==> src/rtl/pdb_pkg.sv <==
package pdb_pkg;

    typedef enum logic [1:0] {
        PDB_IDLE  = 2'd0,
        PDB_SETUP = 2'd1,
        PDB_DATA  = 2'd2,
        PDB_DONE  = 2'd3
    } pdb_state_e;

endpackage

==> src/rtl/pdb_decode.sv <==
// Region match, byte-to-pin address shift and write lane placement.
module pdb_decode #(
    parameter int          ADDR_W      = 32,
    parameter logic [31:0] BANK_BASE   = 32'h6000_0000,
    parameter int          BANK_BITS   = 28,
    parameter int          REGION_BITS = 2,
    parameter int          BYTE_SHIFT  = 1,
    parameter int          DW          = 16,
    localparam int         REGION_LSB  = BANK_BITS - REGION_BITS,
    localparam int         EXT_AW      = REGION_LSB - BYTE_SHIFT
) (
    input  logic [ADDR_W-1:0]      addr,
    input  logic [REGION_BITS-1:0] region,
    input  logic                   wide,
    input  logic [DW-1:0]          wdata,
    output logic                   hit,
    output logic [EXT_AW-1:0]      ext_addr,
    output logic                   lane_hi,
    output logic [DW-1:0]          dq_w
);
    localparam int HALF = DW / 2;

    always_comb begin
        hit = (addr[ADDR_W-1:BANK_BITS] == BANK_BASE[ADDR_W-1:BANK_BITS]) &&
              (addr[BANK_BITS-1:REGION_LSB] == region);
    end

    assign ext_addr = addr[REGION_LSB-1:BYTE_SHIFT];

    generate
        if (BYTE_SHIFT == 1) begin : g_halfword_bus
            assign lane_hi = addr[0];
            always_comb begin
                if (wide)
                    dq_w = wdata;
                else if (addr[0])
                    dq_w = {wdata[HALF-1:0], {HALF{1'b0}}};
                else
                    dq_w = {{HALF{1'b0}}, wdata[HALF-1:0]};
            end
        end else begin : g_byte_bus
            assign lane_hi = 1'b0;
            always_comb begin
                dq_w = wide ? wdata : {{HALF{1'b0}}, wdata[HALF-1:0]};
            end
        end
    endgenerate

endmodule

==> src/rtl/pdb_seq.sv <==
// Strobe sequencer: setup phase, strobe phase, one idle completion cycle.
module pdb_seq
    import pdb_pkg::*;
#(
    parameter int EXT_AW = 25,
    parameter int DW     = 16,
    parameter int SET_W  = 4,
    parameter int CNT_W  = 8
) (
    input  logic              clk,
    input  logic              rst_n,
    input  logic              acc,
    input  logic              hit,
    input  logic              write,
    input  logic              wide,
    input  logic              lane_hi,
    input  logic [EXT_AW-1:0] ext_addr,
    input  logic [DW-1:0]     dq_w,
    input  logic [SET_W-1:0]  addset,
    input  logic [CNT_W-1:0]  datast,
    input  logic [DW-1:0]     dq_i,
    output logic              ready,
    output logic              cs_n,
    output logic              we_n,
    output logic              re_n,
    output logic              oe,
    output logic [EXT_AW-1:0] addr,
    output logic [DW-1:0]     dq_o,
    output logic              rsp,
    output logic              err,
    output logic [DW-1:0]     rdata
);
    localparam int HALF = DW / 2;
    localparam logic [CNT_W-1:0] ONE = CNT_W'(1);

    typedef struct packed {
        pdb_state_e        st;
        logic [CNT_W-1:0]  cnt;
        logic [CNT_W-1:0]  dlen;
        logic              wr;
        logic              narrow;
        logic              lane_hi;
        logic              cs_n;
        logic              we_n;
        logic              re_n;
        logic              oe;
        logic [EXT_AW-1:0] addr;
        logic [DW-1:0]     dq;
        logic              rsp;
        logic              err;
        logic [DW-1:0]     rdata;
    } seq_t;

    seq_t seq_d, seq_q;
    logic [DW-1:0] cap_d;

    always_comb begin
        if (!seq_q.narrow)
            cap_d = dq_i;
        else if (seq_q.lane_hi)
            cap_d = {{HALF{1'b0}}, dq_i[DW-1:HALF]};
        else
            cap_d = {{HALF{1'b0}}, dq_i[HALF-1:0]};
    end

    always_comb begin
        seq_d     = seq_q;
        seq_d.rsp = 1'b0;
        unique case (seq_q.st)
            PDB_IDLE: begin
                if (acc) begin
                    if (hit) begin
                        seq_d.st      = PDB_SETUP;
                        seq_d.cnt     = CNT_W'(addset);
                        seq_d.dlen    = (datast == '0) ? ONE : datast;
                        seq_d.wr      = write;
                        seq_d.narrow  = !wide;
                        seq_d.lane_hi = lane_hi;
                        seq_d.addr    = ext_addr;
                        seq_d.dq      = dq_w;
                        seq_d.cs_n    = 1'b0;
                        seq_d.oe      = write;
                        seq_d.err     = 1'b0;
                    end else begin
                        seq_d.st    = PDB_DONE;
                        seq_d.rsp   = 1'b1;
                        seq_d.err   = 1'b1;
                        seq_d.rdata = '0;
                    end
                end
            end
            PDB_SETUP: begin
                if (seq_q.cnt == '0) begin
                    seq_d.st   = PDB_DATA;
                    seq_d.cnt  = seq_q.dlen;
                    seq_d.we_n = !seq_q.wr;
                    seq_d.re_n = seq_q.wr;
                end else begin
                    seq_d.cnt = seq_q.cnt - ONE;
                end
            end
            PDB_DATA: begin
                if (seq_q.cnt == '0) begin
                    seq_d.st    = PDB_DONE;
                    seq_d.cs_n  = 1'b1;
                    seq_d.we_n  = 1'b1;
                    seq_d.re_n  = 1'b1;
                    seq_d.oe    = 1'b0;
                    seq_d.rsp   = 1'b1;
                    seq_d.err   = 1'b0;
                    seq_d.rdata = seq_q.wr ? '0 : cap_d;
                end else begin
                    seq_d.cnt = seq_q.cnt - ONE;
                end
            end
            PDB_DONE: begin
                seq_d.st = PDB_IDLE;
            end
            default: begin
                seq_d.st = PDB_IDLE;
            end
        endcase
    end

    always_ff @(posedge clk or negedge rst_n) begin
        if (!rst_n) begin
            seq_q         <= '0;
            seq_q.st      <= PDB_IDLE;
            seq_q.cs_n    <= 1'b1;
            seq_q.we_n    <= 1'b1;
            seq_q.re_n    <= 1'b1;
        end else begin
            seq_q <= seq_d;
        end
    end

    assign ready = (seq_q.st == PDB_IDLE);
    assign cs_n  = seq_q.cs_n;
    assign we_n  = seq_q.we_n;
    assign re_n  = seq_q.re_n;
    assign oe    = seq_q.oe;
    assign addr  = seq_q.addr;
    assign dq_o  = seq_q.dq;
    assign rsp   = seq_q.rsp;
    assign err   = seq_q.err;
    assign rdata = seq_q.rdata;

endmodule

==> src/rtl/pdb_bridge.sv <==
module pdb_bridge #(
    parameter int          ADDR_W      = 32,
    parameter logic [31:0] BANK_BASE   = 32'h6000_0000,
    parameter int          BANK_BITS   = 28,
    parameter int          REGION_BITS = 2,
    parameter int          BYTE_SHIFT  = 1,
    parameter int          DW          = 16,
    parameter int          SET_W       = 4,
    parameter int          CNT_W       = 8,
    localparam int         EXT_AW      = BANK_BITS - REGION_BITS - BYTE_SHIFT
) (
    input  logic                   clk,
    input  logic                   rst_n,
    input  logic [SET_W-1:0]       cfg_addset,
    input  logic [CNT_W-1:0]       cfg_datast,
    input  logic [REGION_BITS-1:0] cfg_region,
    input  logic                   req_valid,
    output logic                   req_ready,
    input  logic                   req_write,
    input  logic                   req_wide,
    input  logic [ADDR_W-1:0]      req_addr,
    input  logic [DW-1:0]          req_wdata,
    output logic                   rsp_valid,
    output logic                   rsp_err,
    output logic [DW-1:0]          rsp_rdata,
    output logic                   bus_cs_n,
    output logic                   bus_we_n,
    output logic                   bus_re_n,
    output logic [EXT_AW-1:0]      bus_addr,
    output logic [DW-1:0]          bus_dq_o,
    output logic                   bus_dq_oe,
    input  logic [DW-1:0]          bus_dq_i
);
    logic              req_hit;
    logic [EXT_AW-1:0] dec_addr;
    logic              dec_lane_hi;
    logic [DW-1:0]     dec_dq;
    logic              req_acc;

    assign req_acc = req_valid && req_ready;

    pdb_decode #(
        .ADDR_W      (ADDR_W),
        .BANK_BASE   (BANK_BASE),
        .BANK_BITS   (BANK_BITS),
        .REGION_BITS (REGION_BITS),
        .BYTE_SHIFT  (BYTE_SHIFT),
        .DW          (DW)
    ) u_decode (
        .addr     (req_addr),
        .region   (cfg_region),
        .wide     (req_wide),
        .wdata    (req_wdata),
        .hit      (req_hit),
        .ext_addr (dec_addr),
        .lane_hi  (dec_lane_hi),
        .dq_w     (dec_dq)
    );

    pdb_seq #(
        .EXT_AW (EXT_AW),
        .DW     (DW),
        .SET_W  (SET_W),
        .CNT_W  (CNT_W)
    ) u_seq (
        .clk      (clk),
        .rst_n    (rst_n),
        .acc      (req_acc),
        .hit      (req_hit),
        .write    (req_write),
        .wide     (req_wide),
        .lane_hi  (dec_lane_hi),
        .ext_addr (dec_addr),
        .dq_w     (dec_dq),
        .addset   (cfg_addset),
        .datast   (cfg_datast),
        .dq_i     (bus_dq_i),
        .ready    (req_ready),
        .cs_n     (bus_cs_n),
        .we_n     (bus_we_n),
        .re_n     (bus_re_n),
        .oe       (bus_dq_oe),
        .addr     (bus_addr),
        .dq_o     (bus_dq_o),
        .rsp      (rsp_valid),
        .err      (rsp_err),
        .rdata    (rsp_rdata)
    );

endmodule

==> config.mk <==
export PLATFORM = sky130hd
export DESIGN_NAME = pdb_bridge
export DESIGN_NICKNAME = d
export VERILOG_FILES = /design/src/rtl/pdb_pkg.sv /design/src/rtl/pdb_decode.sv /design/src/rtl/pdb_seq.sv /design/src/rtl/pdb_bridge.sv
export SDC_FILE = /design/constraint.sdc
export NUM_CORES = 1
export LEC_CHECK = 0
export ABC_AREA = 1
export CAP_MARGIN = 20
export CORE_MARGIN = 2
export CORE_UTILIZATION = 35
export DETAILED_ROUTE_END_ITERATION = 6
export DONT_BUFFER_PORTS = 1
export SLEW_MARGIN = 20
export SYNTH_ARGS = -nofsm -noshare
export SYNTH_HDL_FRONTEND = slang
export SYNTH_HIERARCHICAL = 1
export SYNTH_SLANG_ARGS = --single-unit
==> constraint.sdc <==
create_clock -name clk -period 2.2 [get_ports clk]
set_clock_uncertainty 0.2 [all_clocks]
set_input_delay 0.66 -clock clk [delete_from_list [all_inputs] [get_ports clk]]
set_output_delay 0.66 -clock clk [all_outputs]
set_load 0.05 [all_outputs]
==> flow_metrics.py, run 1 <==
metrics = {
    "logic_synthesis": {
        "synthCells": 529,
        "synth-simple-area-share_pct": 16.7,
        "synth_ff_type": "dfrtp_1",
        "synth_enable_flop_cells": 0,
        "syn-num-nets": 618,
        "yosysWarnings": 6,
        "synth-async-reset-ratio_pct": 100,
        "synthAdderAreaFrac_pct": 1.57,
        "ys_ff_latch": 84,
        "ys_seq_area_share_pct": 44.0,
        "syn_avg_cell_area_sq_um": 9.04,
        "yosys.cell_types.count": 33,
        "netlist_area_sq_um": 4780,
        "synth_mux_area_share_pct": 9.88,
        "synth_top_family_by_area": "buffers and inverters",
        "synthXorXnorAreaFrac_pct": 0.915,
        "synth_compound_area_share_pct": 7.64,
    },
    "detailed_routing": {
        "drt_iter0_drc": 117,
        "first_pass_iters": 4,
        "drc_errors": 0,
        "routedWlPerCell_microns": 15.5,
        "wirelength_mm": 9.80,
        "vias_per_cell": 4.70,
        "ant_nets": 0,
        "vias": 2979,
    },
    "worst_setup_path": {
        "r2r_slack_ns": 0.23,
        "crit_fanout": 6,
        "crit_buf_inv": 2,
        "crit_type": "flip-flop to primary output",
        "cp.arrival_ns": 1.26,
        "worstPathRequired_ns": 1.34,
        "cp_top_family": "flip-flops",
        "critPathSlowestCell": "dfrtp_1",
        "start_kind": "flip-flop",
        "cp-end-kind": "primary output",
        "worst_path_largest_cell_delay_ns": 0.40,
        "path_cells": "inv_1 -> ha_4 -> buf_6",
    },
    "power_and_ir_drop": {
        "finalPower_mw": 5.60,
        "ir_drop_mv": 0.484,
        "p_leak_nw": 2.39,
        "power_density_nw_per_um2": 1180,
    },
    "sta": {
        "fin_ws_ns": 0.0813,
        "rsz0062_at_grt": "false",
        "fmax_mhz": 472,
        "period_share_pct": 96.3,
        "setup_tns_ns": 0,
        "setup_viol": 0,
        "maxSlewViolCount": 0,
        "min_period_ns": 2.12,
        "slew_headroom_pct": 63.4,
        "hold_viol_final": 84,
        "worst_pin_slew_ns": 0.548,
        "fin_hold_ws_ns": -0.184,
    },
    "global_route": {
        "grt_pass1_wl_mm": 15.8,
        "grt_pass1_vias": 3120,
        "grt_usage_pct": 14.0,
        "antenna_found_initial": 0,
        "grt_max_degree": 85,
        "overflow": 0,
    },
    "placed_design": {
        "dp_cells": 618,
        "dpl-instance-area_sq_um": 4410,
        "gp_congestion": 0.823,
        "dp_slack_ns": 0.0589,
        "dp_hpwl_mm": 7.13,
        "port_buffers": 0,
    },
    "layout": {
        "design_area_sq_um": 4730,
        "layout_common_cells": "nand2_1 (106), dfrtp_1 (81), inv_1 (47)",
        "final_common_cell": "nand2_1",
        "antenna_cells": 0,
        "syn2layout_area_growth_pct": -1.23,
        "final_util_pct": 35.5,
        "final_cells": 634,
        "fillers": 1338,
        "register_area_sq_um": 2110,
        "multiInputGateArea_sq_um": 1770,
        "drive_gt1_share_pct": 21.8,
        "nets": 542,
    },
    "clock_tree": {
        "cts.sinks": 84,
        "root_buffer": "clkbuf_16",
        "cts_tree": "done",
        "clkLatencyLatePin_ns": 0.34,
        "htree_num_levels": 3,
        "clk_pin_slew_ns": 0.06,
        "cts_buffers": 9,
        "clockBufferDepth": 2,
    },
    "die": {
        "ios": 147,
        "fp-row-count": 42,
        "core_area_sq_um": 13300,
        "fp.dieW_microns": 121,
        "die-height_microns": 121,
        "die_area_sq_um": 14600,
        "start_util_pct": 36.0,
    },
    "min_path": {
        "worstHoldPathType": "primary input to asynchronous set/reset pin",
    },
    "status": {
        "violations": "negative hold slack",
        "status": "finished with violations",
    },
    "flow_run": {
        "timing.max_cap.violations": 0,
    },
}
-- power breakdown --
part,switching [mW],leakage [nW],internal [mW]
logic,1.17,1.11,0.658
clock network,0.633,0.144,0.908
registers,0.478,1.14,1.76
-- what timing repair did --
item	CTS	global route
endpoints found under the setup margin	1	2
endpoints found under the hold margin	84	84
gates resized for setup	1	2
gates cloned	0	0
setup buffers	0	0
pin swaps	0	0
-- layer usage --
| metal | share of wire [%] | up-vias | global-route usage (%) | wire, microns |
|---|---|---|---|---|
| li1 | - | 1462 | - | - |
| met1 | 43 | 1417 | 17.0 | 4180 |
| met2 | 49 | 84 | 22.4 | 4760 |
| met3 | 6.3 | 16 | 4.09 | 613 |
| met4 | 2.6 | 0 | 7.34 | 252 |
| met5 | 0 | - | 0 | 0 |
-- cells by family (layout without fill, tap and decap cells) --
kind of cell / Yosys count / in the layout
and+or+nand+nor: 187 / 187
muxes: 42 / 42
DFF: 84 / 84
adders and majority gates: 6 / 6
AOI/OAI and AO/OA: 55 / 55
buffers and inverters: 150 / 79
xor gates and xnor gates: 5 / 5
-- final timing paths --
| kind | from | end | cells after the start |
|---|---|---|---|
| setup / recovery | u_seq/seq_q[82] | req_ready | 3 |
| hold / removal | rst_n | u_seq/seq_q[74] | 0 |
| setup reg to reg | u_seq/seq_q[75] | u_seq/seq_q[75] | 10 |
| hold reg to reg | u_seq/seq_q[68] | u_seq/seq_q[68] | 2 |
| max in group asynchronous | rst_n | u_seq/re_n | 0 |
| min in group clk | req_wide | u_seq/seq_q[64] | 1 |
-- final cells by class --
type                    instances  share of cell area, %
flip-flops and latches         84                   44.6
repair buffers                 13                   2.75
multi-input cells             295                   37.5
clock inverters                 6                   1.35
well taps                     176                   4.66
inverters                      50                   4.08
clock buffers                  10                   5.06
-- worst register-to-register path: cells and delay by family, from the launching register on --
family	cells	cell delay (ns)
flip-flops	1	0.38
adder cells (fa/ha/maj)	1	0.16
AO/OA/AOI/OAI	1	0.08
AND/OR/NAND/NOR	6	0.79
buffers and inverters	2	0.25
-- registers in the layout, indices dropped and copies added (netlist names) --
name         flops
u_seq/cs_n       1
u_seq/addr      25
u_seq/seq_q     21
u_seq/oe         1
u_seq/dq_o      16
u_seq/re_n       1
u_seq/we_n       1
u_seq/rdata     16
u_seq/err        1
u_seq/rsp        1
-- cells in the mapped netlist (2+ instances only) --
cell type  number  area (sq um)
a211oi_1        8          60.1
a21oi_1         4          20.0
buf_2           4          20.0
buf_4          87           653
buf_6           3          33.8
clkbuf_1        5          18.8
dfrtp_1        81          2030
dfstp_2         3          78.8
ha_1            6          75.1
inv_1          47           176
mux2_2         42           473
nand2_1       106           398
nand2_2         2          12.5
nand3_1        17          85.1
nand4_1        11          68.8
nor2_1         41           154
nor2_2          3          18.8
nor2_4          2          22.5
nor3_1          4          20.0
o211ai_1        2          15.0
o21ai_0        11          55.1
o21ai_1        14          70.1
o21ai_2        13           114
xnor2_1         2          17.5
xor2_1          3          26.3
No activity file was read; power rests on OpenSTA's default activity.
==> inputs of run 2 (changes only) <==
Settings changed: ABC_AREA 1 to unset.
Clock period 2.2 ns to 2.6 ns, I/O delays scaled along.
==> run 2 against run 1 <==
The run still ends with negative hold slack left. Sequential share of layout area rose by 0.059 points. Global-route usage up 0.43 points. Sequential power rose by 7%. Worst setup slack gained 0.11 ns. Routed wire length grew 4.5%. Clock power is 10% lower. Non-clock buffer count is 6 higher. First-iteration DRC count rose by 40%. Critical endpoint is now u_seq/rdata[3]. Largest cell class unchanged. Largest power group unchanged.
==> flow_metrics.py, run 2 <==
metrics = {
    "worst_setup_path": {
        "r2r_slack_ns": 0.19,
        "r2r_start": "u_seq/seq_q[75]",
        "worstPathRequired_ns": 2.65,
        "worst_r2r_endpoint": "u_seq/rdata[3]",
        "path_cells": "inv_1 -> ha_1 -> nor3b_4 -> nand2_4 -> or3_1 -> o31ai_2",
        "crit_type": "flip-flop to flip-flop",
        "cp-end-kind": "flip-flop",
        "critPathSlowestCell": "or3_1",
        "critPathLaunch": "u_seq/seq_q[75]",
        "worst_path_largest_cell_delay_ns": 0.53,
        "start_kind": "flip-flop",
        "worst-r2r-cell-count": 6,
        "crit_fanout": 8,
        "cp.arrival_ns": 2.46,
    },
    "clock_tree": {
        "cts.sinks": 84,
        "clk_pin_slew_ns": 0.06,
        "cts_buffers": 9,
        "clkLatencyLatePin_ns": 0.34,
        "root_buffer": "clkbuf_16",
        "cts_tree": "done",
        "cts_setup_buffers": 0,
        "clockBufferDepth": 2,
        "htree_num_levels": 3,
        "ctsResizeCount": 0,
    },
    "placed_design": {
        "port_buffers": 0,
        "gp_congestion": 0.867,
        "dp_hpwl_mm": 7.52,
    },
    "logic_synthesis": {
        "synthTopCellsByArea": "dfrtp_1 (43%), buf_4 (14%), mux2_2 (12%)",
        "synth_top_cell_by_area": "dfrtp_1",
        "synthCells": 422,
        "synth.top_cell.area_share_pct": 42.6,
        "ys_seq_area_share_pct": 44.3,
        "netlist_area_sq_um": 4760,
        "synth_most_common_cell": "buf_4",
        "yosys.cell_types.count": 53,
        "ys_ff_latch": 84,
        "synth_enable_flop_cells": 0,
        "syn_avg_cell_area_sq_um": 11.3,
        "synth_ff_type": "dfrtp_1",
        "syn-num-nets": 511,
        "synth-async-reset-ratio_pct": 100,
        "yosysWarnings": 6,
        "synthTopCellsByCount": "buf_4 (86), dfrtp_1 (81), mux2_2 (51), o21ai_0 (22)",
    },
    "detailed_routing": {
        "first_pass_iters": 4,
        "routedWlPerCell_microns": 19.3,
        "vias_per_cell": 5.30,
        "wirelength_mm": 10.2,
        "drc_errors": 0,
        "ant_nets": 0,
        "drt_iter0_drc": 164,
        "vias": 2822,
    },
    "layout": {
        "multiInputGateArea_sq_um": 1900,
        "fillers": 1310,
        "drive_gt1_share_pct": 31.0,
        "layout_common_cells": "dfrtp_1 (81), mux2_2 (51), o21ai_0 (22)",
        "nets": 439,
        "final_common_cell": "dfrtp_1",
        "syn2layout_area_growth_pct": -0.815,
        "register_area_sq_um": 2110,
        "largest_reg_flops": 25,
    },
    "min_path": {
        "worstHoldPathType": "primary input to asynchronous set/reset pin",
    },
    "sta": {
        "maxSlewViolCount": 0,
        "fin_hold_ws_ns": -0.0664,
        "period_share_pct": 92.6,
        "min_period_ns": 2.41,
        "fmax_mhz": 416,
        "rsz0062_at_grt": "false",
        "setup_tns_ns": 0,
        "setup_viol": 0,
        "worst_pin_slew_ns": 0.719,
        "slew_headroom_pct": 51.6,
        "hold_viol_final": 81,
    },
    "power_and_ir_drop": {
        "seq_power_share_pct": 41.4,
        "finalPower_mw": 5.78,
        "p_leak_nw": 2.20,
        "comb_power_share_pct": 34.8,
        "power_switching_share_pct": 43.6,
        "p_clk_share_pct": 23.8,
        "netSwitchingPower_mw": 2.52,
        "power_density_nw_per_um2": 1220,
        "ir_drop_mv": 0.371,
        "cellInternalPower_mw": 3.26,
    },
    "global_route": {
        "antenna_found_initial": 1,
        "grt_max_degree": 85,
        "grt_pass1_wl_mm": 15.8,
        "grt_usage_pct": 14.4,
        "overflow": 0,
        "grt_pass1_vias": 2929,
    },
    "die": {
        "fp.dieW_microns": 121,
        "core_area_sq_um": 13200,
        "die-height_microns": 121,
        "ios": 147,
        "start_util_pct": 35.9,
        "die_area_sq_um": 14500,
        "fp-row-count": 42,
    },
    "status": {
        "status": "finished with violations",
        "violations": "negative hold slack",
    },
    "flow_run": {
        "timing.max_cap.violations": 0,
    },
}
run 2: cell type report:
type	instances	share of cell area [%]
Sequential cell	84	44.6
Multi-Input combinational cell	227	40.2
Clock buffer	10	4.85
Tap cell	176	4.67
Timing Repair Buffer	19	3.02
Clock inverter	6	1.88
Inverter	9	0.716
Antenna cell	1	0.0530
run 2: cells by family (layout without fill, tap and decap cells):
group | after synthesis | after routing | synth area share, %
buffers and inverters | 111 | 44 | 16.1
AOI/OAI and AO/OA | 87 | 87 | 14.0
DFF | 84 | 84 | 44.3
and+or+nand+nor | 70 | 70 | 9.39
muxes | 60 | 60 | 14.0
adders and majority gates | 6 | 6 | 1.58
xor gates and xnor gates | 4 | 4 | 0.736
other | 0 | 1 | 0
run 2: layer usage:
metal	track usage, %	share of wire [%]	vias to the layer above
li1	-	-	1286
met4	7.56	2.0	0
met3	4.58	8.1	13
met1	17.9	42	1388
met5	0	0	-
met2	22.4	48	135
run 2: worst max-delay path, delay by kind of cell, from the launching register on:
kind / cells / cell delay, ns
buffers and inverters: 1 / 0.10
adder cells (fa/ha/maj): 1 / 0.21
flip-flops: 1 / 0.44
AO/OA/AOI/OAI: 1 / 0.28
AND/OR/NAND/NOR: 3 / 1.09
run 2: power by group through the flow:
| stage | clock, mW | combinational, mW | sequential, mW |
|---|---|---|---|
| finish | 1.38 | 2.01 | 2.39 |
| global route | 1.48 | 2.20 | 2.43 |
| CTS | 1.43 | 1.99 | 2.39 |
| detailed placement | 0 | 1.99 | 2.42 |
| global placement | 0 | 1.95 | 2.41 |
| floorplan | 0 | 2.26 | 1.86 |
run 2: worst max path at each step:
stage,end,depth (start not counted)
after detailed placement,u_seq/seq_q[81],6
after floorplan,u_seq/addr[23],7
final,u_seq/rdata[3],6
after global routing,u_seq/rdata[2],6
after CTS,u_seq/rdata[3],6
after global placement,u_seq/seq_q[76],6
run 2: through the flow:
stage | cell area [sq um] | utilization [%] | cells | hold slack, ns | setup slack [ns]
after floorplan | 4760 | - | 422 | 0.250 | 0.0518
after global placement | 4400 | 33.2 | 515 | 0.284 | 0.0486
after detailed placement | 4400 | 33.2 | 515 | 0.287 | 0.000224
after CTS | 4720 | 35.6 | 531 | -0.0911 | 0.186
after global routing | 4720 | 35.6 | 531 | -0.0948 | 0.0486
final | 4720 | 35.6 | 532 | -0.0664 | 0.194
==> inputs of run 3 (changes only) <==
Settings changed: CORE_MARGIN 2 to unset.
==> run 3 against run 2 <==
The run still ends with negative hold slack left. Cell area decreased by 0.45%. Die area down 3.3%. Core utilization fell by 0.16 points. Via count is 0.64% higher. Register-to-register slack about the same. Power down 1.5%. Clock power shrank 7%. Global-route usage rose by 0.76 points. Fmax up 0.23%. Clock-buffer cell count unchanged.
==> flow_metrics.py, run 3 (synthesized netlist as in run 2, its figures left out) <==
metrics = {
    "status": {
        "status": "finished with violations",
        "violations": "negative hold slack",
    },
    "layout": {
        "fillers": 1336,
        "final_common_cell": "dfrtp_1",
        "design_area_sq_um": 4700,
        "syn2layout_area_growth_pct": -1.26,
        "antenna_cells": 0,
        "final_util_pct": 35.5,
        "largest_reg_flops": 25,
        "layout_common_cells": "dfrtp_1 (81), mux2_2 (51), o21ai_0 (22)",
        "nets": 437,
        "drive_gt1_share_pct": 30.7,
    },
    "sta": {
        "fin_hold_ws_ns": -0.0715,
        "fin_ws_ns": 0.199,
        "maxSlewViolCount": 0,
        "fmax_mhz": 417,
        "min_period_ns": 2.40,
        "hold_viol_final": 81,
        "period_share_pct": 92.3,
        "setup_tns_ns": 0,
        "setup_viol": 0,
        "worst_pin_slew_ns": 0.684,
        "slew_headroom_pct": 54.0,
        "rsz0062_at_grt": "false",
    },
    "worst_setup_path": {
        "start_kind": "flip-flop",
        "critPathSlowestCell": "a311o_1",
        "r2r_slack_ns": 0.20,
        "critPathLaunch": "u_seq/seq_q[75]",
        "crit_type": "flip-flop to flip-flop",
        "cp-end-kind": "flip-flop",
        "worst_path_largest_cell_delay_ns": 0.46,
        "cp.arrival_ns": 2.42,
        "worst_r2r_endpoint": "u_seq/seq_q[74]",
        "cp_top_family": "compound AO/OA/AOI/OAI gates",
        "path_cells": "inv_1 -> ha_1 -> nor3b_4 -> a311o_1 -> nor2_1 -> a221o_1",
        "r2r_start": "u_seq/seq_q[75]",
        "worst-r2r-cell-count": 6,
        "worstPathRequired_ns": 2.62,
        "crit_buf_inv": 1,
        "crit_fanout": 9,
    },
    "global_route": {
        "antenna_found_initial": 0,
        "grt_usage_pct": 15.2,
        "overflow": 0,
        "grt_pass1_wl_mm": 16.2,
        "grt_max_degree": 85,
        "grt.busiest_layer": "met2",
        "grt_util_met3_pct": 4.49,
        "met2_usage_pct": 23.8,
        "grt_pass1_vias": 2889,
        "use_met1_pct": 18.7,
    },
    "detailed_routing": {
        "wirelength_mm": 9.99,
        "ant_nets": 0,
        "drt_iter0_drc": 136,
        "drc_errors": 0,
        "vias": 2840,
        "first_pass_iters": 4,
        "routedWlPerCell_microns": 18.9,
        "vias_per_cell": 5.38,
    },
    "die": {
        "die-height_microns": 119,
        "fp.dieW_microns": 119,
        "start_util_pct": 35.9,
        "fp-row-count": 42,
        "core_area_sq_um": 13200,
        "die_area_sq_um": 14100,
        "ios": 147,
    },
    "clock_tree": {
        "clkLatencyLatePin_ns": 0.34,
        "htree_num_levels": 3,
        "root_buffer": "clkbuf_16",
        "cts_buffers": 9,
        "cts_setup_buffers": 0,
        "ctsResizeCount": 0,
        "cts_tree": "done",
        "clockBufferDepth": 2,
        "clk_pin_slew_ns": 0.06,
        "cts.sinks": 84,
    },
    "power_and_ir_drop": {
        "ir_drop_mv": 0.286,
        "p_leak_nw": 2.18,
        "power_density_nw_per_um2": 1210,
    },
    "placed_design": {
        "dpl-instance-area_sq_um": 4400,
        "gp_congestion": 0.824,
        "port_buffers": 0,
        "dp_hpwl_mm": 7.43,
        "dp_slack_ns": -0.101,
    },
    "min_path": {
        "worstHoldPathType": "primary input to asynchronous set/reset pin",
    },
    "flow_run": {
        "timing.max_cap.violations": 0,
    },
}
run 3: changes by cell type in the layout (fill, tap and decap cells not counted):
| cell | previous run | this run |
|---|---|---|
| buf_12 | 0 | 1 |
| diode_2 | 1 | 0 |
| buf_4 | 19 | 16 |
| clkbuf_1 | 1 | 0 |
| clkinv_4 | 1 | 2 |
| clkbuf_8 | 0 | 1 |
| clkinv_2 | 1 | 0 |
| bufinv_16 | 2 | 1 |
run 3: power by group:
part / internal [mW] / switching, mW / leakage, nW / total [mW]
clock network: 0.768 / 0.520 / 0.141 / 1.29
logic: 0.847 / 1.15 / 0.899 / 1.99
registers: 1.56 / 0.845 / 1.15 / 2.41
total: 3.18 / 2.51 / 2.18 / 5.69
run 3: worst max path at each step:
stage                       to  depth (start not counted)
6_report       u_seq/seq_q[74]                          6
3_3_place_gp   u_seq/seq_q[74]                          8
5_1_grt         u_seq/rdata[3]                          6
2_1_floorplan   u_seq/addr[23]                          7
4_1_cts         u_seq/rdata[3]                          6
3_5_place_dp   u_seq/seq_q[77]                          8
run 3: area by class of cell:
| type | count | area (sq um) | area share (%) |
|---|---|---|---|
| clock buffer | 10 | 239 | 5.09 |
| clock inverter | 5 | 62.6 | 1.33 |
| inverter | 9 | 33.8 | 0.719 |
| multi-input combinational | 227 | 1900 | 40.4 |
| sequential | 84 | 2110 | 44.8 |
| tap | 176 | 220 | 4.69 |
| timing repair buffer | 17 | 140 | 2.98 |
run 3: through the flow:
stage	power, mW	std cells
2_1_floorplan	4.12	422
3_3_place_gp	4.34	513
3_5_place_dp	4.41	513
4_1_cts	5.72	528
5_1_grt	6.03	528
6_report	5.69	528
run 3: routing by layer:
| metal | routed length (microns) | vias up | share of wire (%) |
|---|---|---|---|
| met5 | 0 | - | 0 |
| met4 | 300 | 0 | 3.0 |
| met3 | 776 | 21 | 7.8 |
| met2 | 4800 | 128 | 48 |
| met1 | 4120 | 1409 | 41 |
| li1 | - | 1282 | - |
